[src/rtl/axw_pkg.sv]
// Shared types and helpers for the windowed address translator.
// Assumes a 32-bit register word and word-aligned register offsets.
package axw_pkg;

    localparam int unsigned WORD_W = 32;

    typedef logic [WORD_W-1:0] word_t;

    // Mask that covers the pass-through (low) bits of a window
    function automatic word_t low_mask(input int unsigned low_bits);
        word_t m;
        m = '0;
        for (int unsigned b = 0; b < WORD_W; b++) begin
            if (b < low_bits) m[b] = 1'b1;
        end
        return m;
    endfunction

    // Register word index for the translation register of window n
    function automatic int unsigned win_word_idx(input int unsigned n);
        return n + 1;
    endfunction

endpackage

[src/rtl/axw_busnum_reg.sv]
// Control word holding the bus number and highest subordinate bus number.
// Assumes the parent has already decoded the write select for word 0.
module axw_busnum_reg
    import axw_pkg::*;
(
    input  logic       clk,
    input  logic       rst_n,
    input  logic       wr_sel,
    input  logic [7:0] bus_d,
    input  logic [7:0] sub_d,
    output logic [7:0] bus_q,
    output logic [7:0] sub_q,
    output word_t      word_o
);

    // Store both 8-bit fields on a selected write
    always_ff @(posedge clk) begin
        if (!rst_n) begin
            bus_q <= '0;
            sub_q <= '0;
        end else if (wr_sel) begin
            bus_q <= bus_d;
            sub_q <= sub_d;
        end
    end

    // Reserved byte lanes read as zero
    always_comb begin
        word_o = {8'h00, bus_q, 8'h00, sub_q};
    end


    ctrl_hold_chk: assert property (@(posedge clk) disable iff (!rst_n)
        !wr_sel |=> ($stable(bus_q) && $stable(sub_q)));


    ctrl_load_chk: assert property (@(posedge clk) disable iff (!rst_n)
        wr_sel |=> (bus_q == $past(bus_d) && sub_q == $past(sub_d)));

endmodule

[src/rtl/axw_win_slot.sv]
// One translation window: holds the high-order substitution bits.
// USE_REGS picks a run-time register or a fixed build-time constant.
// Assumes 0 < LOW_BITS < 32 so that at least one bit is substituted.
module axw_win_slot
    import axw_pkg::*;
#(
    parameter int unsigned LOW_BITS = 12,
    parameter bit          USE_REGS = 1'b1,
    parameter word_t       FIXED    = '0,
    localparam int unsigned HI_W    = WORD_W - LOW_BITS
) (
    input  logic            clk,
    input  logic            rst_n,
    input  logic            wr_sel,
    input  logic [HI_W-1:0] wdata_hi,
    output word_t           xl_o,
    output word_t           rd_o
);

    if (USE_REGS) begin : g_reg
        logic [HI_W-1:0] hi_q;

        // Hold only the implemented high-order bits
        always_ff @(posedge clk) begin
            if (!rst_n) hi_q <= '0;
            else if (wr_sel) hi_q <= wdata_hi;
        end

        // Expand to a full word with the low positions tied to zero
        always_comb begin
            xl_o = {hi_q, {LOW_BITS{1'b0}}};
            rd_o = xl_o;
        end


        win_load_chk: assert property (@(posedge clk) disable iff (!rst_n)
            wr_sel |=> hi_q == $past(wdata_hi));


        win_hold_chk: assert property (@(posedge clk) disable iff (!rst_n)
            !wr_sel |=> $stable(hi_q));
    end else begin : g_const
        // Constant substitution bits; the register offset is unmapped
        always_comb begin
            xl_o = FIXED & ~low_mask(LOW_BITS);
            rd_o = '0;
        end
    end

endmodule

[src/rtl/axw_rd_port.sv]
// Register read path: selects a word and registers it one cycle later.
// Assumes the parent supplies the decoded word index and alignment.
module axw_rd_port
    import axw_pkg::*;
#(
    parameter int unsigned NUM_WIN = 4,
    parameter int unsigned WI_W    = 6
) (
    input  logic            clk,
    input  logic            rst_n,
    input  logic            rd_en,
    input  logic            aligned,
    input  logic [WI_W-1:0] word_idx,
    input  word_t           ctrl_word,
    input  word_t           win_word [NUM_WIN],
    output word_t           rdata
);

    word_t rd_val;

    // Choose the addressed word; unmapped or misaligned gives zero
    always_comb begin
        rd_val = '0;
        if (word_idx == '0) rd_val = ctrl_word;
        for (int unsigned n = 0; n < NUM_WIN; n++) begin
            if (word_idx == WI_W'(win_word_idx(n))) rd_val = win_word[n];
        end
        if (!aligned) rd_val = '0;
    end

    // Present the data one cycle after the strobe, else zero
    always_ff @(posedge clk) begin
        if (!rst_n) rdata <= '0;
        else rdata <= rd_en ? rd_val : '0;
    end


    rd_idle_chk: assert property (@(posedge clk) disable iff (!rst_n)
        !rd_en |=> rdata == '0);


    rd_misalign_chk: assert property (@(posedge clk) disable iff (!rst_n)
        (rd_en && !aligned) |=> rdata == '0);

endmodule

[src/rtl/axw_xlate.sv]
// Translation stage: substitutes the hit window's high bits and
// registers the result. Assumes the window words have zero low bits.
module axw_xlate
    import axw_pkg::*;
#(
    parameter int unsigned NUM_WIN  = 4,
    parameter int unsigned IDX_W    = 2,
    parameter int unsigned WIN_LOW_BITS [NUM_WIN] = '{12, 16, 20, 24}
) (
    input  logic             clk,
    input  logic             rst_n,
    input  word_t            loc_addr,
    input  logic             hit_vld,
    input  logic [IDX_W-1:0] hit_idx,
    input  word_t            win_word [NUM_WIN],
    output word_t            rem_addr,
    output logic             rem_vld
);

    word_t sel_word;
    word_t sel_mask;
    logic  hit_ok;
    word_t rem_nxt;

    // Look up the hit window's substitution word and low mask
    always_comb begin
        sel_word = '0;
        sel_mask = '1;
        hit_ok   = 1'b0;
        for (int unsigned n = 0; n < NUM_WIN; n++) begin
            if (int'(hit_idx) == int'(n)) begin
                sel_word = win_word[n];
                sel_mask = low_mask(WIN_LOW_BITS[n]);
                hit_ok   = hit_vld;
            end
        end
        if (!hit_ok) sel_mask = '1;
        rem_nxt = (sel_word & ~sel_mask) | (loc_addr & sel_mask);
    end

    // Register the translated address and its valid flag
    always_ff @(posedge clk) begin
        if (!rst_n) begin
            rem_addr <= '0;
            rem_vld  <= 1'b0;
        end else begin
            rem_addr <= rem_nxt;
            rem_vld  <= hit_ok;
        end
    end


    miss_pass_chk: assert property (@(posedge clk) disable iff (!rst_n)
        !hit_vld |=> (!rem_vld && rem_addr == $past(loc_addr)));


    low_keep_chk: assert property (@(posedge clk) disable iff (!rst_n)
        hit_vld |=> ((rem_addr ^ $past(loc_addr)) & $past(sel_mask)) == '0);


    hit_vld_chk: assert property (@(posedge clk) disable iff (!rst_n)
        hit_vld |=> rem_vld);

endmodule

[src/rtl/addr_xlate_windows.sv]
// Top of the windowed address translator. Decodes the register port,
// instantiates one slot per window, the control word, the read path
// and the translation stage. Assumes word-aligned register offsets.
module addr_xlate_windows
    import axw_pkg::*;
#(
    parameter int unsigned NUM_WIN  = 4,
    parameter int unsigned RA_W     = 8,
    parameter bit          USE_REGS = 1'b1,
    parameter int unsigned WIN_LOW_BITS [NUM_WIN] = '{12, 16, 20, 24},
    parameter word_t       XLATE_CONST [NUM_WIN] =
        '{32'h0000_0000, 32'h0000_0000, 32'h0000_0000, 32'h0000_0000},
    localparam int unsigned IDX_W = (NUM_WIN > 1) ? $clog2(NUM_WIN) : 1
) (
    input  logic             clk,
    input  logic             rst_n,
    input  logic             reg_wr_en,
    input  logic             reg_rd_en,
    input  logic [RA_W-1:0]  reg_addr,
    input  logic [31:0]      reg_wdata,
    output logic [31:0]      reg_rdata,
    output logic [7:0]       bus_num,
    output logic [7:0]       sub_bus_num,
    input  logic [31:0]      loc_addr,
    input  logic             win_hit_vld,
    input  logic [IDX_W-1:0] win_hit_idx,
    output logic [31:0]      rem_addr,
    output logic             rem_vld
);

    localparam int unsigned WI_W = RA_W - 2;

    logic            aligned;
    logic [WI_W-1:0] word_idx;
    logic            ctrl_wr;
    word_t           ctrl_word;
    word_t           win_xl [NUM_WIN];
    word_t           win_rd [NUM_WIN];

    // Split the byte offset into word index and alignment
    always_comb begin
        aligned  = (reg_addr[1:0] == 2'b00);
        word_idx = reg_addr[RA_W-1:2];
        ctrl_wr  = reg_wr_en && aligned && (word_idx == '0);
    end

    axw_busnum_reg i_ctrl (
        .clk    (clk),
        .rst_n  (rst_n),
        .wr_sel (ctrl_wr),
        .bus_d  (reg_wdata[23:16]),
        .sub_d  (reg_wdata[7:0]),
        .bus_q  (bus_num),
        .sub_q  (sub_bus_num),
        .word_o (ctrl_word)
    );

    for (genvar n = 0; n < NUM_WIN; n++) begin : g_win
        localparam int unsigned LB = WIN_LOW_BITS[n];
        logic slot_wr;

        // Decode the write select for this window's offset
        always_comb begin
            slot_wr = reg_wr_en && aligned &&
                      (word_idx == WI_W'(win_word_idx(n)));
        end

        axw_win_slot #(
            .LOW_BITS (LB),
            .USE_REGS (USE_REGS),
            .FIXED    (XLATE_CONST[n])
        ) i_slot (
            .clk      (clk),
            .rst_n    (rst_n),
            .wr_sel   (slot_wr),
            .wdata_hi (reg_wdata[31:LB]),
            .xl_o     (win_xl[n]),
            .rd_o     (win_rd[n])
        );
    end

    axw_rd_port #(
        .NUM_WIN (NUM_WIN),
        .WI_W    (WI_W)
    ) i_rd (
        .clk       (clk),
        .rst_n     (rst_n),
        .rd_en     (reg_rd_en),
        .aligned   (aligned),
        .word_idx  (word_idx),
        .ctrl_word (ctrl_word),
        .win_word  (win_rd),
        .rdata     (reg_rdata)
    );

    axw_xlate #(
        .NUM_WIN      (NUM_WIN),
        .IDX_W        (IDX_W),
        .WIN_LOW_BITS (WIN_LOW_BITS)
    ) i_xl (
        .clk      (clk),
        .rst_n    (rst_n),
        .loc_addr (loc_addr),
        .hit_vld  (win_hit_vld),
        .hit_idx  (win_hit_idx),
        .win_word (win_xl),
        .rem_addr (rem_addr),
        .rem_vld  (rem_vld)
    );


    rst_quiet_chk: assert property (@(posedge clk)
        !rst_n |=> (!rem_vld && reg_rdata == '0 && bus_num == '0));

endmodule

[config.mk]
export PLATFORM = sky130hd
export DESIGN_NAME = addr_xlate_windows
export DESIGN_NICKNAME = d
export VERILOG_FILES = /design/src/rtl/axw_pkg.sv /design/src/rtl/axw_busnum_reg.sv /design/src/rtl/axw_win_slot.sv /design/src/rtl/axw_rd_port.sv /design/src/rtl/axw_xlate.sv /design/src/rtl/addr_xlate_windows.sv
export SDC_FILE = /design/constraint.sdc
export NUM_CORES = 1
export LEC_CHECK = 0
export BUFFER_PORTS_ARGS = -buffer_cell sky130_fd_sc_hd__buf_2
export CORE_ASPECT_RATIO = 0.9
export CORE_UTILIZATION = 52
export DETAILED_ROUTE_END_ITERATION = 7
export HOLD_SLACK_MARGIN = 0.15
export PLACE_DENSITY = 0.81
export SKIP_LAST_GASP = 1
export SYNTH_ARGS = -nofsm -noshare
export SYNTH_HDL_FRONTEND = slang
export SYNTH_SLANG_ARGS = --single-unit
[constraint.sdc]
create_clock -name clk -period 2.7 [get_ports clk]
set_input_delay 0.135 -clock clk [delete_from_list [all_inputs] [get_ports clk]]
set_output_delay 0.135 -clock clk [all_outputs]
set_load 0.1 [all_outputs]
# == Yosys cells after proc, flatten, opt, wreduce, memory -nomap -nowiden ==
# Index checks and enable logic that the tools add are counted.
# word_totals
wordCells,62
output_inout_bits,81
ff_bits,137
inputBits,79
# classes
n_mux,18
bitwise,8
n_reduce_logical,15
n_eq_ne,7
# op_table
op,count
32-bit two-way mux,13
32-bit AND,2
32-bit NOT,1
32-bit OR,1
24-bit two-way mux,1
"6-bit by 2-bit == test with 1-bit output, second input constant",2
8-bit OR reduction,1
7-bit OR reduction,1
"6-bit by 1-bit == test with 1-bit output, second input constant",1
"6-bit by 3-bit == test with 1-bit output, second input constant",1
1-bit logical AND,6
6-bit logical NOT,1
6-bit OR reduction,1
5-bit OR reduction,1
"2-bit == test, second input constant",2
2-bit logical NOT,2
1-bit two-way mux,4
1-bit NOT,4
4-bit OR reduction,1
3-bit AND reduction,1
"2-bit by 1-bit == test with 1-bit output, second input constant",1

# == Longest topological paths before layout ==
# Gate-level depths: netlist (run 1).
# logic_depth
word_depth,9
depth_mapped,7
ltp_nobuf,3

# == Cells and area by module ==
# From an unflattened synthesis (run 1), not the netlist that was laid out.
# unflattened
hier_cells,736
hier_area_um2,7941.4
# by_module_without_submodules
mod,n_inst,seq_area_each_um2,area_per_inst_um2,cells_per_inst
axw_rd_port,1,640.6,1935.6,128
axw_xlate,1,660.6,1427.6,131
axw_win_slot (g_win[0].i_slot),1,400.4,1089.8,109
axw_win_slot (g_win[1].i_slot),1,320.3,979.7,100
axw_busnum_reg,1,320.3,859.6,84
axw_win_slot (g_win[2].i_slot),1,240.2,844.6,91
axw_win_slot (g_win[3].i_slot),1,160.2,725.7,82
addr_xlate_windows,1,0.0,78.8,11

# == Worst setup path before layout (run 1) ==
# OpenSTA, ideal clock, no wires.
# synth_path
path_type,in2reg
from,input reg_addr[7]
to,register g_win[3].i_slot.g_reg.hi_q[0]
setup_ns,0.120
path_slack_ns,1.138
n_path_buf,1
arrival_ns,1.442
required_ns,2.580
stages,4
cell_sequence,or4b_4 or4b_1 buf_6 mux2i_1
# synth_between
elab_chain_len,2
# synth_rtl
item,line,rtl
start: declaration,addr_xlate_windows.sv:19,"input logic [RA_W-1:0] reg_addr,"
6-bit by 3-bit == test with 1-bit output,addr_xlate_windows.sv:65,(word_idx == WI_W'(win_word_idx(n)));
1-bit logical AND,addr_xlate_windows.sv:64,slot_wr = reg_wr_en && aligned &&
end signal: assignment,axw_win_slot.sv:26,else if (wr_sel) hi_q <= wdata_hi;
end: declaration,axw_win_slot.sv:21,logic [HI_W-1:0] hi_q;
# Every way passes these cells.
# A chain may end at the register's enable or synchronous reset.

# == Final worst setup path (run 1) ==
# layout_path
from,input reg_addr[7]
to,register g_win[3].i_slot.g_reg.hi_q[2]
# The elaborated chain is that of the path after synthesis.

==> out/qor.tcl, run 1 <==
set qor(first_global_vias) 4795
set qor(mappedNetlistArea_um2) 5298
set qor(critPathArrivalTime_ns) 2.42
set qor(cts.clk_slew.worst_paths_ns) 0.06
set qor(cts_max_path_buffers) 2
set qor(commonest_non_fill_non_tap_cells_in_the_layout) {150 x sky130_fd_sc_hd__buf_2, 133 x sky130_fd_sc_hd__dfxtp_1, 105 x sky130_fd_sc_hd__nand2_1}
set qor(final-hold-violation-count) 0
set qor(ys_top_cells_by_area) {sky130_fd_sc_hd__dfxtp_1 50%, sky130_fd_sc_hd__mux2i_1 17%, sky130_fd_sc_hd__nand2_1 7.4%}
set qor(synth_edf_count) 0
set qor(postCtsResizedCells) 0
set qor(die_area_um2) 10600
set qor(synth.ff_latch_count) 133
set qor(worst-endpoint-required_ns) 2.97
set qor(comb_power_share_pct) 10.8
set qor(outcome) {completed}
set qor(worstSkewPairLatency_ns) 0.41
set qor(io_buffers) 151
set qor(final.hold.worst_slack_ns) 0.2020
set qor(initial_core_util_pct) 54.14
set qor(chipHeight_um) 97.76
set qor(finalClockSkew_ns) 0.004166
set qor(swShare_pct) 24.22
set qor(synth_flop_cell) {sky130_fd_sc_hd__dfxtp_1}
set qor(ratio_of_routed_vias_to_standard_cells) 5.402
set qor(routed-via-count) 4727
set qor(synthDominantAreaCellType) {sky130_fd_sc_hd__dfxtp_1}
set qor(grt_overflow_total) 0
set qor(cts_inserted_buffers) 17
set qor(nNetsFinal) 815
set qor(critPathLaunchType) {primary input}
set qor(synthCells) 521
set qor(timing.critical_path.depth) 5
set qor(clock-root-buffer) {sky130_fd_sc_hd__clkbuf_16}
set qor(io_pins) 160
set qor(portion_of_synthesized_cell_area_occupied_by_the_leading_cell_type_pct) 50.26
set qor(n_antenna_cell) 0
set qor(avgSynthCellArea_um2) 10.17
set qor(num-fill-cells) 661
set qor(power-per-cell-area_nw_per_um2) 690.0
set qor(time_the_final_worst_path_needs_with_i_o_delays_and_setup_ns) 2.146
set qor(die_w_um) 108.4
set qor(synth.yosys.seq_area_share_pct) 50.26
set qor(largest_net_degree_at_the_start_of_global_routing) 57
set qor(setup_viol) 0
set qor(cp_slowest_stage_delay_ns) 0.83
set qor(cts_tree) {yes}
set qor(ys_async_sr_fraction_pct) 0
set qor(hp-class) {primary input to register}
set qor(achievable-frequency_mhz) 465.9
set qor(layout_worst_path_cycle_share_pct) 79.50
set qor(global_route_wire_length_before_repair_um) 23340
set qor(critical_path_cell_sequence) {dlygate4sd3_1, buf_2, or4b_4, or4b_1, mux2i_1}
set qor(register_area_um2) 2663
set qor(syn2layout_area_growth_pct) 42.09
set qor(power.share.clock_pct) 50.7
set qor(globalplace.congestion) 0.8078
set qor(worst_hold_path.num_cells) 4
set qor(core_um2) 9784
set qor(max-cap-violations) 0
set qor(worst-r2r-cell-count) 4
set qor(track_usage_pct) 28.59
set qor(worst_vdd_ir_uv) 509.5
set qor(critPathMaxFanout) 8
set qor(worst_pin_slew_ns) 0.7763
set qor(final-max-slew-violation-count) 0
set qor(p_leak_nw) 3.675
set qor(yosys_warnings) 0
set qor(ratio_of_cells_with_drive_above_1_in_the_final_layout_pct) 28.57
set qor(fin_setup_tns_ns) 0
set qor(first_iter_violations) 342
set qor(netlist-cell-type-count) 41
set qor(sequential_group_share_of_total_power_pct) 38.5
set qor(initial_antenna_violation_count) 0
set qor(hpwl_um) 8925
set qor(power_switching_mw) 1.258
set qor(routed_wire_length_per_instance_um) 16.75
set qor(drt_pre_antenna_iters) 5
set qor(route.final.wire_length_um) 14660
set qor(timing.critical_path.buf_inv) 2
set qor(timing.slew.headroom_pct) 48.14
set qor(multiInputGateArea_um2) 2451
set qor(crit_family) {simple AND/OR/NAND/NOR gates}
set qor(cts.htree.levels) 4
set qor(slowest_stage) {sky130_fd_sc_hd__or4b_1}
set qor(cell_internal_pwr_mw) 3.936
set qor(detail_route.drc_violations) 0
set qor(cts.sink_count) 133
set qor(final_common_cell) {sky130_fd_sc_hd__buf_2}
set qor(ant_nets) 0
set qor(post-layout-total-power_mw) 5.194
set qor(worst_setup_path_end_kind) {register}
set qor(std_cell_rows) 34
set qor(grt_setup_unrepaired) {false}
set qor(worst-setup-path-type) {primary input to register}
-- synthesized netlist by cell type (all sizes together) (4+ instances only) --
cell and instances:
a211oi 4, a21oi 12, a22o 8, a2bb2oi 6
a32o 8, and2 27, buf 16, clkbuf 26
dfxtp 133, mux2 4, mux2i 88, mux4 8
nand2 105, nand3 4, nand3b 8, nor2 18
nor2b 9, nor3 6, o211a 4, o21ai 5
o22ai 4
-- cell families after synthesis --
family	synth area share, %
mux	20.88
flops	50.26
buf+inv	3.684
simple gates	17.41
other cells	0.07079
compound gates	7.700
-- tightest hold or removal path, delay by kind of cell --
family,cells,cell delay [ns]
and+or+nand+nor,1,0.15
buffers and inverters,1,0.11
AOI/OAI and AO/OA,2,0.17
-- timing repair --
action	4_1_cts	5_1_grt
hold endpoints to repair	106	0
hold buffers	71	0
buffers inserted	0	0
-- registers in the layout, indices dropped and copies added (netlist names) --
| signal | flops |
|---|---|
| g_win.i_slot.g_reg.hi_q | 56 |
| i_ctrl.sub_q | 8 |
| i_rd.rdata | 28 |
| i_ctrl.bus_q | 8 |
| i_xl.rem_addr | 32 |
| i_xl.rem_vld | 1 |
-- layout make-up --
type,instances,share of cell area (%)
clock buffers,18,5.834
clock inverters,14,3.275
inverters,1,0.04987
multi-input cells,348,32.56
flip-flops and latches,133,35.37
well taps,126,2.094
repair buffers,235,20.81
-- power by group through the flow --
| stage | Clock [mW] | Combinational, mW | Sequential, mW |
|---|---|---|---|
| final | 2.63 | 0.561 | 2.00 |
| after global routing | 2.76 | 0.590 | 2.00 |
| after CTS | 2.66 | 0.553 | 2.00 |
| after detailed placement | 0 | 0.471 | 2.04 |
| after global placement | 0 | 0.465 | 2.04 |
| after floorplan | 0 | 0.160 | 2.24 |
-- final timing paths --
kind                                   endpoint                          start  slack [ns]
setup / recovery  g_win[3].i_slot.g_reg.hi_q[2]                    reg_addr[7]        0.55
setup reg to reg              i_xl.rem_addr[20]  g_win[1].i_slot.g_reg.hi_q[4]        1.17
hold / removal                   i_rd.rdata[20]                      reg_rd_en        0.20
hold reg to reg   g_win[2].i_slot.g_reg.hi_q[4]  g_win[2].i_slot.g_reg.hi_q[4]        0.47
-- per-layer routing --
| metal | part of all wire (%) | routed length [um] | vias to the layer above | global-route usage, % |
|---|---|---|---|---|
| li1 | - | - | 2231 | - |
| met1 | 41 | 5949 | 2254 | 34.62 |
| met2 | 49 | 7204 | 202 | 48.80 |
| met3 | 8.4 | 1227 | 40 | 7.610 |
| met4 | 1.9 | 277 | 0 | 9.875 |
| met5 | 0 | 0 | - | 0 |
-- per-stage QoR --
stage	utilization [%]	std cells	setup WS, ns	cell area (um^2)
after floorplan	-	524	1.138	5309
final	76.93	875	0.5536	7527
after detailed placement	62.66	772	0.7125	6131
after global routing	76.93	875	0.4230	7527
after CTS	76.93	875	0.5843	7527
after global placement	62.66	772	0.7337	6131
Note: power is estimated with default switching activity, not from simulation.
==> inputs of run 2 (changes only) <==
--- a/config.mk
+++ b/config.mk
@@ -7,10 +7,10 @@
 export LEC_CHECK = 0
 export BUFFER_PORTS_ARGS = -buffer_cell sky130_fd_sc_hd__buf_2
 export CORE_ASPECT_RATIO = 0.9
-export CORE_UTILIZATION = 52
+export CORE_UTILIZATION = 51
 export DETAILED_ROUTE_END_ITERATION = 7
 export HOLD_SLACK_MARGIN = 0.15
-export PLACE_DENSITY = 0.81
+export PLACE_DENSITY = 0.79
 export SKIP_LAST_GASP = 1
 export SYNTH_ARGS = -nofsm -noshare
 export SYNTH_HDL_FRONTEND = slang
==> constraint.sdc (replaced) <==
create_clock -name clk -period 2.2 [get_ports clk]
set_input_delay 0.11 -clock clk [delete_from_list [all_inputs] [get_ports clk]]
set_output_delay 0.11 -clock clk [all_outputs]
set_load 0.1 [all_outputs]
==> run 2 against run 1 <==
  * Power rose by 23%
  * Die area is 1.9% higher
  * Critical path depth grew 3
  * Routed wire length is 3.4% higher
  * Sequential power up 22%
  * Clock skew rose by 0.0054 ns
==> out/qor.tcl, run 2 (synthesis gave the netlist of run 1 again) <==
set qor(final-max-slew-violation-count) 0 ;# unchanged
set qor(crit_start) {reg_addr[7]} ;# unchanged
set qor(setup_viol) 0 ;# unchanged
set qor(n_antenna_cell) 0 ;# unchanged
set qor(first_global_vias) 4860 ;# was 4,795
set qor(core_um2) 9869 ;# was 9784 um^2
set qor(comb_power_share_pct) 11.0 ;# was 10.8%
set qor(grt_overflow_total) 0 ;# unchanged
set qor(worst-r2r-cell-count) 4 ;# unchanged
set qor(critical_path_cell_sequence) {dlygate4sd3_1, buf_2, nor4_2, buf_4, nand3_2, buf_4, mux2i_1, dlygate4sd3_1} ;# was dlygate4sd3_1, buf_2, or4b_4, or4b_1, mux2i_1
set qor(io_pins) 160 ;# unchanged
set qor(worst_vdd_ir_uv) 866.1 ;# was 509.5 uV
set qor(cts.sink_count) 133 ;# unchanged
set qor(layout_worst_path_cycle_share_pct) 94.25
set qor(routed-via-count) 4768 ;# was 4,727
set qor(setup.reg_to_reg.worst_slack_ns) 0.65 ;# was 1.17 ns
set qor(top_register) {g_win.i_slot.g_reg.hi_q} ;# unchanged
set qor(final_common_cell) {sky130_fd_sc_hd__buf_2} ;# unchanged
set qor(timing.critical_path.depth) 8 ;# was 5
set qor(max-cap-violations) 0 ;# unchanged
set qor(critPathMaxFanout) 16 ;# was 8
set qor(cts.clk_slew.worst_paths_ns) 0.06 ;# about the same
set qor(swShare_pct) 24.03 ;# was 24.22%
set qor(routed_wire_length_per_instance_um) 17.12 ;# was 16.75 um
set qor(largest_register_ffs) 56 ;# unchanged
set qor(worstSkewPairLatency_ns) 0.41 ;# about the same
set qor(power.share.clock_pct) 50.6 ;# was 50.7%
set qor(cts.htree.levels) 4 ;# unchanged
set qor(io_buffers) 151 ;# unchanged
set qor(worst_pin_slew_ns) 0.6732 ;# was 0.7763 ns
set qor(final.hold.worst_slack_ns) 0.1788 ;# was 0.2020 ns
set qor(cell_internal_pwr_mw) 4.853 ;# was 3.936 mW
set qor(track_usage_pct) 28.70 ;# was 28.59%
set qor(std_cell_rows) 34 ;# unchanged
set qor(detail_route.drc_violations) 0 ;# unchanged
set qor(outcome) {completed} ;# unchanged
set qor(initial_antenna_violation_count) 0 ;# unchanged
set qor(ratio_of_routed_vias_to_standard_cells) 5.388 ;# was 5.402
set qor(chipHeight_um) 98.69 ;# was 97.76 um
set qor(critPathLaunchType) {primary input} ;# unchanged
set qor(syn2layout_area_growth_pct) 43.69 ;# was 42.09%
set qor(p_leak_nw) 3.724 ;# was 3.675 nW
set qor(timing.critical_path.buf_inv) 5 ;# was 2
set qor(cts_inserted_buffers) 17 ;# unchanged
set qor(drt_pre_antenna_iters) 4 ;# was 5
set qor(largest_net_degree_at_the_start_of_global_routing) 71 ;# was 57
set qor(cp_slowest_stage_delay_ns) 0.56 ;# was 0.83 ns
set qor(post_cts_buffers) 0 ;# unchanged
set qor(die_w_um) 109.4 ;# was 108.4 um
set qor(cts_max_path_buffers) 2 ;# unchanged
set qor(first_iter_violations) 245 ;# was 342
set qor(hp-class) {primary input to register} ;# unchanged
set qor(commonest_non_fill_non_tap_cells_in_the_layout) {150 x sky130_fd_sc_hd__buf_2, 133 x sky130_fd_sc_hd__dfxtp_1, 105 x sky130_fd_sc_hd__nand2_1} ;# unchanged
set qor(final-hold-violation-count) 0 ;# unchanged
set qor(time_the_final_worst_path_needs_with_i_o_delays_and_setup_ns) 2.073
set qor(timing.slew.headroom_pct) 55.12 ;# was 48.14%
set qor(finalClockSkew_ns) 0.009565 ;# was 0.004166 ns
set qor(initial_core_util_pct) 53.68 ;# was 54.14%
set qor(route.final.wire_length_um) 15150 ;# was 14,660 um
set qor(fin_setup_tns_ns) 0 ;# unchanged
set qor(nNetsFinal) 826 ;# was 815
set qor(crit_family) {buffers and inverters} ;# was simple AND/OR/NAND/NOR gates
set qor(crit-reg2reg-capture) {i_xl.rem_addr[21]} ;# was i_xl.rem_addr[20]
set qor(grt_setup_unrepaired) {false} ;# unchanged
set qor(power_switching_mw) 1.535 ;# was 1.258 mW
set qor(slowest_stage) {sky130_fd_sc_hd__dlygate4sd3_1} ;# was sky130_fd_sc_hd__or4b_1
set qor(sequential_group_share_of_total_power_pct) 38.4 ;# was 38.5%
set qor(crit-reg2reg-launch) {g_win[1].i_slot.g_reg.hi_q[5]} ;# was g_win[1].i_slot.g_reg.hi_q[4]
set qor(reg_top3) {g_win.i_slot.g_reg.hi_q (56), i_xl.rem_addr (32), i_rd.rdata (28)} ;# unchanged
set qor(worst_setup_path_end_kind) {register} ;# unchanged
set qor(ratio_of_cells_with_drive_above_1_in_the_final_layout_pct) 28.99 ;# was 28.57%
set qor(cts_tree) {yes} ;# unchanged
set qor(power-per-cell-area_nw_per_um2) 839.2 ;# was 690.0 nW/um^2
set qor(cp-endpoint) {g_win[1].i_slot.g_reg.hi_q[8]} ;# was g_win[3].i_slot.g_reg.hi_q[2]
set qor(worst-setup-path-type) {primary input to register} ;# unchanged
set qor(die_area_um2) 10800 ;# was 10,600 um^2
set qor(globalplace.congestion) 0.7995 ;# was 0.8078
set qor(clock-root-buffer) {sky130_fd_sc_hd__clkbuf_16} ;# unchanged
set qor(global_route_wire_length_before_repair_um) 23560 ;# was 23,340 um
set qor(ant_nets) 0 ;# unchanged
set qor(achievable-frequency_mhz) 482.3
set qor(worst-endpoint-required_ns) 2.49 ;# was 2.97 ns
set qor(hpwl_um) 8864 ;# was 8925 um
set qor(critPathArrivalTime_ns) 2.37 ;# was 2.42 ns
[run 2: worst min-delay path by stage]
stage / startpoint / endpoint / slack, ns / cells after the start
4_1_cts: reg_rd_en / i_rd.rdata[20] / 0.15 / 4
6_report: reg_addr[2] / i_rd.rdata[21] / 0.18 / 3
5_1_grt: reg_addr[2] / i_rd.rdata[21] / 0.19 / 3
3_5_place_dp: loc_addr[6] / i_xl.rem_addr[6] / 0.32 / 2
3_3_place_gp: loc_addr[10] / i_xl.rem_addr[10] / 0.31 / 2
2_1_floorplan: win_hit_vld / i_xl.rem_addr[20] / 0.20 / 1
[run 2: timing repair]
item | in CTS | in global routing
endpoints found under the hold margin | 108 | 0
gates resized for setup | 0 | 0
setup endpoints to repair | 0 | 0
hold buffers | 75 | 0
[run 2: metrics by stage]
step | utilization, % | cells | worst slack (ns) | power (mW) | instance area [um^2]
2_1_floorplan | - | 524 | 0.6618 | 2.945 | 5309
3_3_place_gp | 62.65 | 779 | 0.4272 | 3.077 | 6183
3_5_place_dp | 62.65 | 779 | 0.4371 | 3.086 | 6183
4_1_cts | 77.13 | 885 | 0.1830 | 6.386 | 7612
5_1_grt | 77.13 | 885 | 0.04736 | 6.569 | 7612
6_report | 77.13 | 885 | 0.1266 | 6.388 | 7612
[run 2: cell type report]
type | count | area, um^2
Multi-Input combinational cell | 348 | 2451
Clock inverter | 12 | 225.2
Fill cell | 666 | 2257
Timing Repair Buffer | 246 | 1659
Sequential cell | 133 | 2663
Clock buffer | 19 | 452.9
Inverter | 1 | 3.754
Tap cell | 126 | 157.7
[run 2: layer usage]
metal | part of all wire (%) | GRT usage [%] | up-vias
met5 | 0 | 0 | -
met4 | 1.8 | 10.67 | 0
met3 | 7.3 | 7.209 | 24
met2 | 49 | 49.88 | 216
met1 | 41 | 33.88 | 2280
li1 | - | - | 2248
[run 2: tightest hold or removal path: cells and delay by family]
kind | cells | cell delay, ns
AOI/OAI and AO/OA | 1 | 0.07
and+or+nand+nor | 1 | 0.13
buffers and inverters | 1 | 0.22
[run 2: power by group through the flow]
stage / clock [mW] / combinational [mW] / sequential [mW]
after floorplan: 0 / 0.197 / 2.75
after global placement: 0 / 0.574 / 2.50
after detailed placement: 0 / 0.582 / 2.50
after CTS: 3.25 / 0.688 / 2.45
after global routing: 3.38 / 0.738 / 2.46
final: 3.23 / 0.704 / 2.45
